## src/rtl/bus_term_pkg.sv

```systemverilog
package bus_term_pkg;

    typedef enum logic [1:0] {
        ST_IDLE    = 2'b00,
        ST_RUN     = 2'b01,
        ST_ABANDON = 2'b10
    } term_state_t;

    typedef enum logic [1:0] {
        CSE_EXT    = 2'b00,
        CSE_INTMEM = 2'b01,
        CSE_PORT   = 2'b10,
        CSE_MODREG = 2'b11
    } cse_code_t;

endpackage

```

## src/rtl/bus_term_decode.sv

```systemverilog
module bus_term_decode
    import bus_term_pkg::*;
#(
    parameter int             AW        = 32,
    parameter logic [AW-1:0]  PORT_BASE = 32'h00C0_0000,
    parameter logic [AW-1:0]  PORT_MASK = 32'hFFFF_0000,
    parameter logic [AW-1:0]  MOD_BASE  = 32'h00C0_0000,
    parameter logic [AW-1:0]  MOD_MASK  = 32'hFFF0_0000,
    parameter logic [AW-1:0]  INT_BASE  = 32'h0000_0000,
    parameter logic [AW-1:0]  INT_MASK  = 32'hFF00_0000
) (
    input  logic [AW-1:0] addr,
    input  logic          emu_en,
    output cse_code_t     code
);

    logic hit_port;
    logic hit_mod;
    logic hit_int;

    assign hit_port = (addr & PORT_MASK) == PORT_BASE;
    assign hit_mod  = (addr & MOD_MASK)  == MOD_BASE;
    assign hit_int  = (addr & INT_MASK)  == INT_BASE;

    // Ports sit inside module space, which sits inside internal space:
    // the narrowest match wins.
    always_comb begin
        if (!emu_en)       code = CSE_EXT;
        else if (hit_port) code = CSE_PORT;
        else if (hit_mod)  code = CSE_MODREG;
        else if (hit_int)  code = CSE_INTMEM;
        else               code = CSE_EXT;
    end

endmodule

```

## src/rtl/bus_term_mon.sv

```systemverilog
module bus_term_mon #(
    parameter int TW = 8
) (
    input  logic          clk,
    input  logic          rst_n,
    input  logic          load,
    input  logic          running,
    input  logic [TW-1:0] lim_in,
    output logic          expired
);

    logic [TW-1:0] lim_q;
    logic [TW-1:0] cnt;

    always_ff @(posedge clk or negedge rst_n) begin
        if (!rst_n)    lim_q <= '0;
        else if (load) lim_q <= lim_in;
    end

    // Counts sampling edges already passed in the current cycle.
    always_ff @(posedge clk or negedge rst_n) begin
        if (!rst_n)          cnt <= '0;
        else if (!running)   cnt <= '0;
        else if (cnt != '1)  cnt <= cnt + 1'b1;
    end

    assign expired = running && (lim_q != '0) && (cnt == lim_q - 1'b1);

    // the count never passes the limit while a cycle is live.
    a_r5_count_bound: assert property (@(posedge clk) disable iff (!rst_n)
        (running && lim_q != '0) |-> (cnt < lim_q));

endmodule

```

## src/rtl/bus_term_fsm.sv

```systemverilog
module bus_term_fsm
    import bus_term_pkg::*;
(
    input  logic        clk,
    input  logic        rst_n,
    input  logic        start,
    input  logic        abort,
    input  logic        ack_any,
    input  logic        err_any,
    output term_state_t state,
    output logic        load,
    output logic        done,
    output logic        err
);

    term_state_t state_nx;
    logic        term;

    assign term = ack_any || err_any;
    assign load = (state == ST_IDLE) && start;

    always_comb begin
        state_nx = state;
        unique case (state)
            ST_IDLE:    if (start) state_nx = ST_RUN;
            ST_RUN: begin
                if (term)       state_nx = ST_IDLE;
                else if (abort) state_nx = ST_ABANDON;
            end
            ST_ABANDON: if (term) state_nx = ST_IDLE;
            default:    state_nx = ST_IDLE;
        endcase
    end

    always_ff @(posedge clk or negedge rst_n) begin
        if (!rst_n) state <= ST_IDLE;
        else        state <= state_nx;
    end

    always_ff @(posedge clk or negedge rst_n) begin
        if (!rst_n) begin
            done <= 1'b0;
            err  <= 1'b0;
        end else begin
            done <= (state == ST_RUN) && term;
            err  <= (state == ST_RUN) && err_any;
        end
    end

    // a completion pulse lasts one clock.
    a_r2_done_single: assert property (@(posedge clk) disable iff (!rst_n)
        done |=> !done);
    // an error flag only accompanies a completion.
    a_r3_err_has_done: assert property (@(posedge clk) disable iff (!rst_n)
        err |-> done);
    // error termination wins over normal termination.
    a_r4_error_wins: assert property (@(posedge clk) disable iff (!rst_n)
        (state == ST_RUN && err_any) |=> (done && err));
    // nothing is reported from the idle state.
    a_r7_idle_quiet: assert property (@(posedge clk) disable iff (!rst_n)
        (state == ST_IDLE) |=> !done);
    // an abandoned cycle ends silently.
    a_r6_abandon_silent: assert property (@(posedge clk) disable iff (!rst_n)
        (state == ST_ABANDON) |=> !done);

endmodule

```

## src/rtl/bus_term_ctrl.sv

```systemverilog
module bus_term_ctrl
    import bus_term_pkg::*;
#(
    parameter int AW = 32,
    parameter int TW = 8,
    parameter int SW = 2,
    parameter int CW = 3
) (
    input  logic          clk,
    input  logic          rst_n,
    input  logic          req_valid,
    input  logic [AW-1:0] req_addr,
    input  logic          req_write,
    input  logic [SW-1:0] req_size,
    input  logic [CW-1:0] req_code,
    input  logic          req_abort,
    input  logic          emu_mode,
    input  logic [TW-1:0] timeout_lim,
    input  logic          ack_pin,
    input  logic          ack_int,
    input  logic          err_pin,
    input  logic          err_int,
    output logic          bus_drive,
    output logic [AW-1:0] bus_addr,
    output logic          bus_write,
    output logic [SW-1:0] bus_size,
    output logic [CW-1:0] bus_code,
    output logic          bus_oe,
    output logic [1:0]    cse,
    output logic          done,
    output logic          err
);

    term_state_t   state;
    logic          load;
    logic          expired;
    logic          ack_any;
    logic          err_any;
    cse_code_t     cse_d;
    cse_code_t     cse_q;
    logic [AW-1:0] addr_q;
    logic          write_q;
    logic [SW-1:0] size_q;
    logic [CW-1:0] code_q;

    assign ack_any = ack_pin || ack_int;
    assign err_any = err_pin || err_int || expired;

    bus_term_fsm u_fsm (
        .clk     (clk),
        .rst_n   (rst_n),
        .start   (req_valid),
        .abort   (req_abort),
        .ack_any (ack_any),
        .err_any (err_any),
        .state   (state),
        .load    (load),
        .done    (done),
        .err     (err)
    );

    bus_term_mon #(.TW(TW)) u_mon (
        .clk     (clk),
        .rst_n   (rst_n),
        .load    (load),
        .running (state != ST_IDLE),
        .lim_in  (timeout_lim),
        .expired (expired)
    );

    bus_term_decode #(.AW(AW)) u_dec (
        .addr   (req_addr),
        .emu_en (emu_mode),
        .code   (cse_d)
    );

    // Request capture: held unchanged for the whole cycle, abandoned or not.
    always_ff @(posedge clk or negedge rst_n) begin
        if (!rst_n) begin
            addr_q  <= '0;
            write_q <= 1'b0;
            size_q  <= '0;
            code_q  <= '0;
            cse_q   <= CSE_EXT;
        end else if (load) begin
            addr_q  <= req_addr;
            write_q <= req_write;
            size_q  <= req_size;
            code_q  <= req_code;
            cse_q   <= cse_d;
        end
    end

    assign bus_drive = (state != ST_IDLE);
    assign bus_addr  = addr_q;
    assign bus_write = write_q;
    assign bus_size  = size_q;
    assign bus_code  = code_q;
    assign bus_oe    = bus_drive && !write_q;
    assign cse       = bus_drive ? cse_q : CSE_EXT;

    // bus values stay put while a cycle remains driven.
    a_r6_hold_bus: assert property (@(posedge clk) disable iff (!rst_n)
        (bus_drive && $past(bus_drive)) |->
            ($stable(bus_addr) && $stable(bus_write) && $stable(bus_size) && $stable(bus_code)));
    // a reported completion always releases the bus.
    a_r2_done_releases: assert property (@(posedge clk) disable iff (!rst_n)
        done |-> !bus_drive);

endmodule

```

## config.mk

```make
export PLATFORM = sky130hd
export DESIGN_NAME = bus_term_ctrl
export DESIGN_NICKNAME = d
export VERILOG_FILES = /design/src/rtl/bus_term_pkg.sv /design/src/rtl/bus_term_decode.sv /design/src/rtl/bus_term_mon.sv /design/src/rtl/bus_term_fsm.sv /design/src/rtl/bus_term_ctrl.sv
export SDC_FILE = /design/constraint.sdc
export NUM_CORES = 1
export LEC_CHECK = 0
export ABC_AREA = 1
export BUFFER_PORTS_ARGS = -buffer_cell sky130_fd_sc_hd__buf_2
export CAP_MARGIN = 25
export CORE_MARGIN = 3
export CORE_UTILIZATION = 49
export DETAILED_ROUTE_END_ITERATION = 6
export PLACE_DENSITY = 0.88
export SLEW_MARGIN = 15
export SYNTH_ARGS = -nofsm -noshare
export SYNTH_HDL_FRONTEND = slang
export SYNTH_SLANG_ARGS = --single-unit
```

## constraint.sdc

```tcl
create_clock -name clk -period 1.95 [get_ports clk]
set_input_delay 0.0975 -clock clk [delete_from_list [all_inputs] [get_ports clk]]
set_output_delay 0.0975 -clock clk [all_outputs]
set_load 0.1 [all_outputs]
```

==> results of run 1 <==
-- per-stage QoR --
stage	setup TNS [ns]	setup WS [ns]	instances
6_report	0	0.188	562
5_1_grt	0	0.0256	562
4_1_cts	0	0.154	562
3_5_place_dp	0	0.166	505
3_3_place_gp	0	0.286	505
2_1_floorplan	-0.757	-0.252	342
-- layout make-up --
cell class / count / area (sq um) / area share (%)
clock buffers: 12 / 145 / 3.61
clock inverters: 4 / 48.8 / 1.21
inverters: 30 / 113 / 2.80
multi-input cells: 240 / 1120 / 27.9
flip-flops and latches: 60 / 1500 / 37.4
well taps: 70 / 87.6 / 2.18
repair buffers: 146 / 998 / 24.9
-- repair_timing --
item,in CTS,in global routing
hold endpoints to repair,100,0
endpoints found under the setup margin,0,2
setup buffers,0,0
resized for setup,0,2
hold buffers,41,0
-- kinds of logic after synthesis --
group                      after synthesis  synth area share [%]
and+or+nand+nor                        202                  30.5
DFF                                     60                  54.0
xor gates and xnor gates                 7                  2.20
buffers and inverters                   42                  6.30
AOI/OAI and AO/OA                       28                  5.62
adders and majority gates                3                  1.35
-- worst max-delay path, cell delays in order, from the launching register on --
cell and delay [ns]:
dfrtp_1 0.38, inv_1 0.13, ha_1 0.26, nand2_1 0.07, o21ai_0 0.09, nor2_1 0.09
nand2_1 0.06, nor2_1 0.08, nand2_1 0.07, nor2_2 0.10, nand2_2 0.07, nand2_2 0.09
nor2_4 0.05, nand4_1 0.07, nand2_1 0.05
-- power by group through the flow --
stage          clock network, W  logic (W)  registers (W)
2_1_floorplan                 0   0.000349        0.00237
5_1_grt                 0.00116    0.00167        0.00152
3_3_place_gp                  0    0.00149        0.00151
3_5_place_dp                  0    0.00151        0.00151
6_report                0.00109    0.00159        0.00150
4_1_cts                 0.00112    0.00158        0.00150
-- flip-flops by register name (all words and copies together), names as in the netlist --
| name | cells |
|---|---|
| bus_addr | 32 |
| bus_code | 3 |
| bus_size | 2 |
| bus_write | 1 |
| cse_q | 2 |
| u_fsm.done | 1 |
| u_fsm.err | 1 |
| u_fsm.state | 2 |
| u_mon.cnt | 8 |
| u_mon.lim_q | 8 |
-- cells in the final DEF (no fill, tap or decap), drive strengths merged --
master	synthesis	routed
xor2	5	5
nor3	2	2
a21oi	3	3
nand4	2	2
inv	30	30
dlygate4sd3	0	41
and3	1	1
dfrtp	60	60
o21ai	19	19
a2bb2oi	1	1
o22ai	2	2
nor4	2	2
clkbuf	3	12
or2	1	1
a22oi	1	1
nor2	30	30
clkinv	0	3
nand3	9	9
xnor2	2	2
nand2	155	155
a31oi	1	1
ha	3	3
a21boi	1	1
buf	9	105
bufinv	0	1
-- synthesized netlist by cell type, drive strengths merged (2+ instances only) --
| library cell | count |
|---|---|
| a21oi | 3 |
| buf | 9 |
| clkbuf | 3 |
| dfrtp | 60 |
| ha | 3 |
| inv | 30 |
| nand2 | 155 |
| nand3 | 9 |
| nand4 | 2 |
| nor2 | 30 |
| nor3 | 2 |
| nor4 | 2 |
| o21ai | 19 |
| o22ai | 2 |
| xnor2 | 2 |
| xor2 | 5 |
-- worst max-delay path by stage --
stage	startpoint	endpoint	slack [ns]	cells past startpoint
after global placement	u_mon.lim_q[0]	u_fsm.state[1]	0.29	14
after CTS	u_mon.lim_q[0]	u_fsm.state[1]	0.15	14
after floorplan	u_fsm.state[1]	bus_oe	-0.25	5
after global routing	u_mon.lim_q[1]	u_fsm.state[1]	0.03	14
final	u_mon.lim_q[1]	u_fsm.state[1]	0.19	14
after detailed placement	u_mon.lim_q[0]	u_fsm.state[1]	0.17	14
-- layer usage --
metal | vias up | track usage (%) | share of wire, %
li1 | 1343 | - | -
met1 | 1273 | 27.9 | 38
met2 | 89 | 44.5 | 53
met3 | 21 | 7.10 | 5.9
met4 | 0 | 11.0 | 2.2
met5 | - | 0 | 0
==> out/qor.yml, run 1 <==
yosys:
  synth_area_per_cell_sq_um: 8.13
  synth_edf_count: 0
  ys_types: 32
  synthArstFlopShare_pct: 100
  synth_seq_area_share_pct: 54.0
  ys_ff_latch: 60
  ys.flop_type: "dfrtp_1"
  synth.top_cell.area_share_pct: 54.0
  yosys-top-cells-area: "dfrtp_1 54%, nand2_1 20%, inv_1 3.6%"
  synth_largest_area_cell: "dfrtp_1"
  synth_nets: 400
  synth_cells: 342
  yosysWarnings: 0
  netlist_area_sq_um: 2780
clocking:
  cts_sinks: 60
  htreeDepth: 3
  cts_tree: "built"
  clk_latency_ns: 0.33
  cts_buffers: 9
  root_buffer: "clkbuf_8"
  cts_max_path_buffers: 2
  clk_pin_slew_worst_paths_ns: 0.06
setup_path:
  crit_path_max_fanout: 4
  reg2reg_to: "u_fsm.state[1]"
  r2r_setup_slack_ns: 0.19
  setup.worst_path.start_class: "register"
  crit_required_ns: 2.17
  crit_path_end_kind: "register"
  crit_arrival_ns: 1.98
  rr_startpoint: "u_mon.lim_q[1]"
  crit_type: "reg -> reg"
  reg2reg_depth: 14
sta:
  worstMarginPinSlew_ns: 0.737
  clock.fmax_mhz: 567
  hold_viol: 0
  fin_crit_ns: 1.76
  holdWs_ns: 0.0260
  slew_viol_final: 0
  final-setup-viol-count: 0
  rsz0062_at_grt: "no"
  min_period_over_period_pct: 90.4
  skew_ns: 0.00629
  slew_headroom_pct: 50.9
place:
  portBuffers: 98
  place.gp.congestion: 0.923
  placed_area_sq_um: 3410
  dp_hpwl_mm: 4.79
floorplan:
  core-area_sq_um: 5300
  start_util_pct: 52.5
  die_w_microns: 81.3
  io_pins: 99
  chipHeight_microns: 81.3
  rows: 26
  die-area_sq_um: 6620
route:
  antenna_left: 0
  drt_iter0_markers: 147
  post_drt_wl_per_cell_microns: 13.3
  vias_per_cell: 4.85
  wl_mm: 7.47
  drc: 0
  firstDrtPassIters: 4
  via_count: 2726
power_and_ir_drop:
  powerDensity_nw_per_um2: 1040
  p_leak_nw: 2.17
  pwr-share-comb_pct: 38.0
  p_sw_w: 0.00184
  clockPowerShare_pct: 26.1
  seqPwrFrac_pct: 35.9
  internal_power_w: 0.00234
  finalPower_w: 0.00418
  peakVddDrop_mv: 0.757
  swShare_pct: 44.0
cells_and_area:
  finalNetCount: 545
  area_delta_synth_final_pct: 44.4
  fill_cells: 356
  diodes: 0
  drive_gt1_share_pct: 29.1
  design_area_sq_um: 4020
  postLayoutCoreUtil_pct: 75.7
global_routing:
  overflow: 0
  grt_pass1_wl_mm: 12.7
  grt_use_total_pct: 25.1
  grt_pass1_vias: 2866
  grt_max_degree: 61
  antenna_found_initial: 0
run_status:
  outcome: "complete, no violations"
hold_path:
  hold_path.class: "in -> reg"
  min_to: "bus_addr[28]"
  min_from: "req_addr[28]"
  hold_depth: 3
job:
  maxCapViolations: 0
Power figures use the tool's default switching activity.
==> inputs of run 2 (changes only) <==
--- a/config.mk
+++ b/config.mk
@@ -12,6 +12,7 @@
 export CORE_UTILIZATION = 49
 export DETAILED_ROUTE_END_ITERATION = 6
 export PLACE_DENSITY = 0.88
+export REMOVE_ABC_BUFFERS = 1
 export SLEW_MARGIN = 15
 export SYNTH_ARGS = -nofsm -noshare
 export SYNTH_HDL_FRONTEND = slang
==> run 2 against run 1 <==
Clock-buffer cell count shrank 1; worst setup slack worse by 0.034 ns; cell count unchanged; maximum frequency decreased by 1.9%; non-clock buffer count grew 1; critical endpoint is now bus_oe; highest routed layer unchanged.
==> out/qor.yml, run 2 (synthesized netlist as in run 1, its figures left out) <==
run_status:
  outcome: "complete, no violations"  # unchanged
setup_path:
  crit_arrival_ns: 1.70  # was 1.98 ns
  crit_type: "reg -> out"  # was reg -> reg
  crit_required_ns: 1.85  # was 2.17 ns
  crit_path_max_fanout: 7  # was 4
  crit_path_end_kind: "output port"  # was register
  setup.worst_path.start_class: "register"  # unchanged
sta:
  skew_ns: 0.00749  # was 0.00629 ns
  slew_viol_final: 0  # unchanged
  clock.fmax_mhz: 557  # was 567 MHz
  final-setup-viol-count: 0  # unchanged
  min_period_over_period_pct: 92.1  # was 90.4%
  rsz0062_at_grt: "no"  # unchanged
  hold_viol: 0  # unchanged
  worstMarginPinSlew_ns: 0.656  # was 0.737 ns
  slew_headroom_pct: 56.3  # was 50.9%
  fin_crit_ns: 1.80  # was 1.76 ns
place:
  portBuffers: 98  # unchanged
  placed_area_sq_um: 3370  # was 3410 sq um
  dp.cells: 505  # unchanged
  dp_hpwl_mm: 4.93  # was 4.79 mm
  place.gp.congestion: 0.931  # was 0.923
global_routing:
  overflow: 0  # unchanged
  grt_pass1_vias: 2963  # was 2866
  grt_max_degree: 34  # was 61
  antenna_found_initial: 0  # unchanged
  grt_pass1_wl_mm: 14.0  # was 12.7 mm
  grt_use_total_pct: 28.4  # was 25.1%
floorplan:
  die-area_sq_um: 6620  # unchanged
  core-area_sq_um: 5300  # unchanged
  io_pins: 99  # unchanged
  chipHeight_microns: 81.3  # unchanged
  rows: 26  # unchanged
  start_util_pct: 52.5  # unchanged
  die_w_microns: 81.3  # unchanged
clocking:
  clk_pin_slew_worst_paths_ns: 0.07  # was 0.06 ns
  clk_latency_ns: 0.34  # was 0.33 ns
  htreeDepth: 3  # unchanged
  cts_max_path_buffers: 2  # unchanged
  root_buffer: "clkbuf_8"  # unchanged
  cts_buffers: 9  # unchanged
  cts_sinks: 60  # unchanged
  cts_tree: "built"  # unchanged
hold_path:
  hold_path.class: "in -> reg"  # unchanged
route:
  via_count: 2878  # was 2726
  firstDrtPassIters: 5  # was 4
  m1WireLength_mm: 3.19  # was 2.87 mm
  wl_mm: 8.44  # was 7.47 mm
  antenna_left: 0  # unchanged
  wl_met2_mm: 4.29  # was 3.99 mm
  vias_per_cell: 5.12  # was 4.85
  post_drt_wl_per_cell_microns: 15.0  # was 13.3 microns
  drt_iter0_markers: 174  # was 147
  drc: 0  # unchanged
  top_layer_used: "met4"  # unchanged
  met3_length_microns: 732  # was 441 microns
cells_and_area:
  mostFrequentLayoutCells: "151 x nand2_1, 95 x buf_2, 60 x dfrtp_1"  # unchanged
  final_cells: 562  # unchanged
  diodes: 0  # unchanged
  finalNetCount: 546  # was 545
  final_common_cell: "nand2_1"  # unchanged
  drive_gt1_share_pct: 29.1  # unchanged
  design_area_sq_um: 3980  # was 4020 sq um
  largest_reg_flops: 32  # unchanged
  area_delta_synth_final_pct: 43.1  # was 44.4%
job:
  maxCapViolations: 0  # unchanged
power_and_ir_drop:
  peakVddDrop_mv: 0.884  # was 0.757 mV
  powerDensity_nw_per_um2: 1030  # was 1040 nW/um^2
  p_leak_nw: 2.15  # was 2.17 nW
run 2: cell types whose count changed in the layout (fill, tap and decap cells not counted), moves of 2 or more:
cell	previous run	this run
buf_12	3	1
clkinvlp_4	0	2
clkbuf_4	0	3
clkbuf_1	2	0
nor2_2	7	4
nor2_1	19	22
run 2: layer usage:
metal,global-route usage (%),vias to the layer above
li1,-,1343
met1,34.0,1380
met2,47.1,134
met3,6.76,21
met4,15.0,0
met5,0,-
run 2: repair_timing:
item | CTS | global route
resized for setup | 0 | 7
setup endpoints to repair | 0 | 5
hold endpoints to repair | 68 | 0
setup buffers | 0 | 0
hold buffers | 42 | 0
run 2: area by class of cell:
type	count	area, sq um
clock buffers	11	151
clock inverters	4	25.0
fillers	324	1320
inverters	30	113
multi-input cells	240	1120
flip-flops and latches	60	1500
well taps	70	87.6
repair buffers	147	983
run 2: metrics by stage:
stage               power (W)  setup TNS (ns)  utilization [%]  worst slack [ns]  hold WS (ns)
floorplan             0.00270         -113.22                -             -2.59        -0.198
global placement      0.00299               0             63.5             0.291         0.156
finish                0.00411               0             75.0             0.154        0.0139
global route          0.00427               0             75.0            0.0325       0.00995
detailed placement    0.00302               0             63.5             0.160         0.157
CTS                   0.00408               0             74.8            0.0717       0.00361
run 2: final timing paths:
path,end,slack [ns],start,cells past startpoint
min reg2reg,bus_addr[23],0.47,bus_addr[23],2
min in group asynchronous,bus_addr[18],0.33,rst_n,2
max reg2reg,u_fsm.state[1],0.16,u_mon.lim_q[0],14
max in group asynchronous,u_mon.cnt[4],1.02,rst_n,3
min,bus_code[2],0.01,req_code[2],3
max,bus_oe,0.15,u_fsm.state[1],5
run 2: worst max-delay path, stage by stage, from the launching register on:
cell and delay (ns):
dfrtp_1 0.38, inv_1 0.06, nand2_1 0.31, inv_1 0.14, nor2_1 0.13, clkbuf_4 0.34
run 2: report_power, final:
| part | switching [W] | internal (W) | total, W |
|---|---|---|---|
| Combinational | 0.00128 | 0.000320 | 0.00160 |
| Clock | 0.000476 | 0.000518 | 0.000994 |
| Sequential | 0.000118 | 0.00139 | 0.00151 |
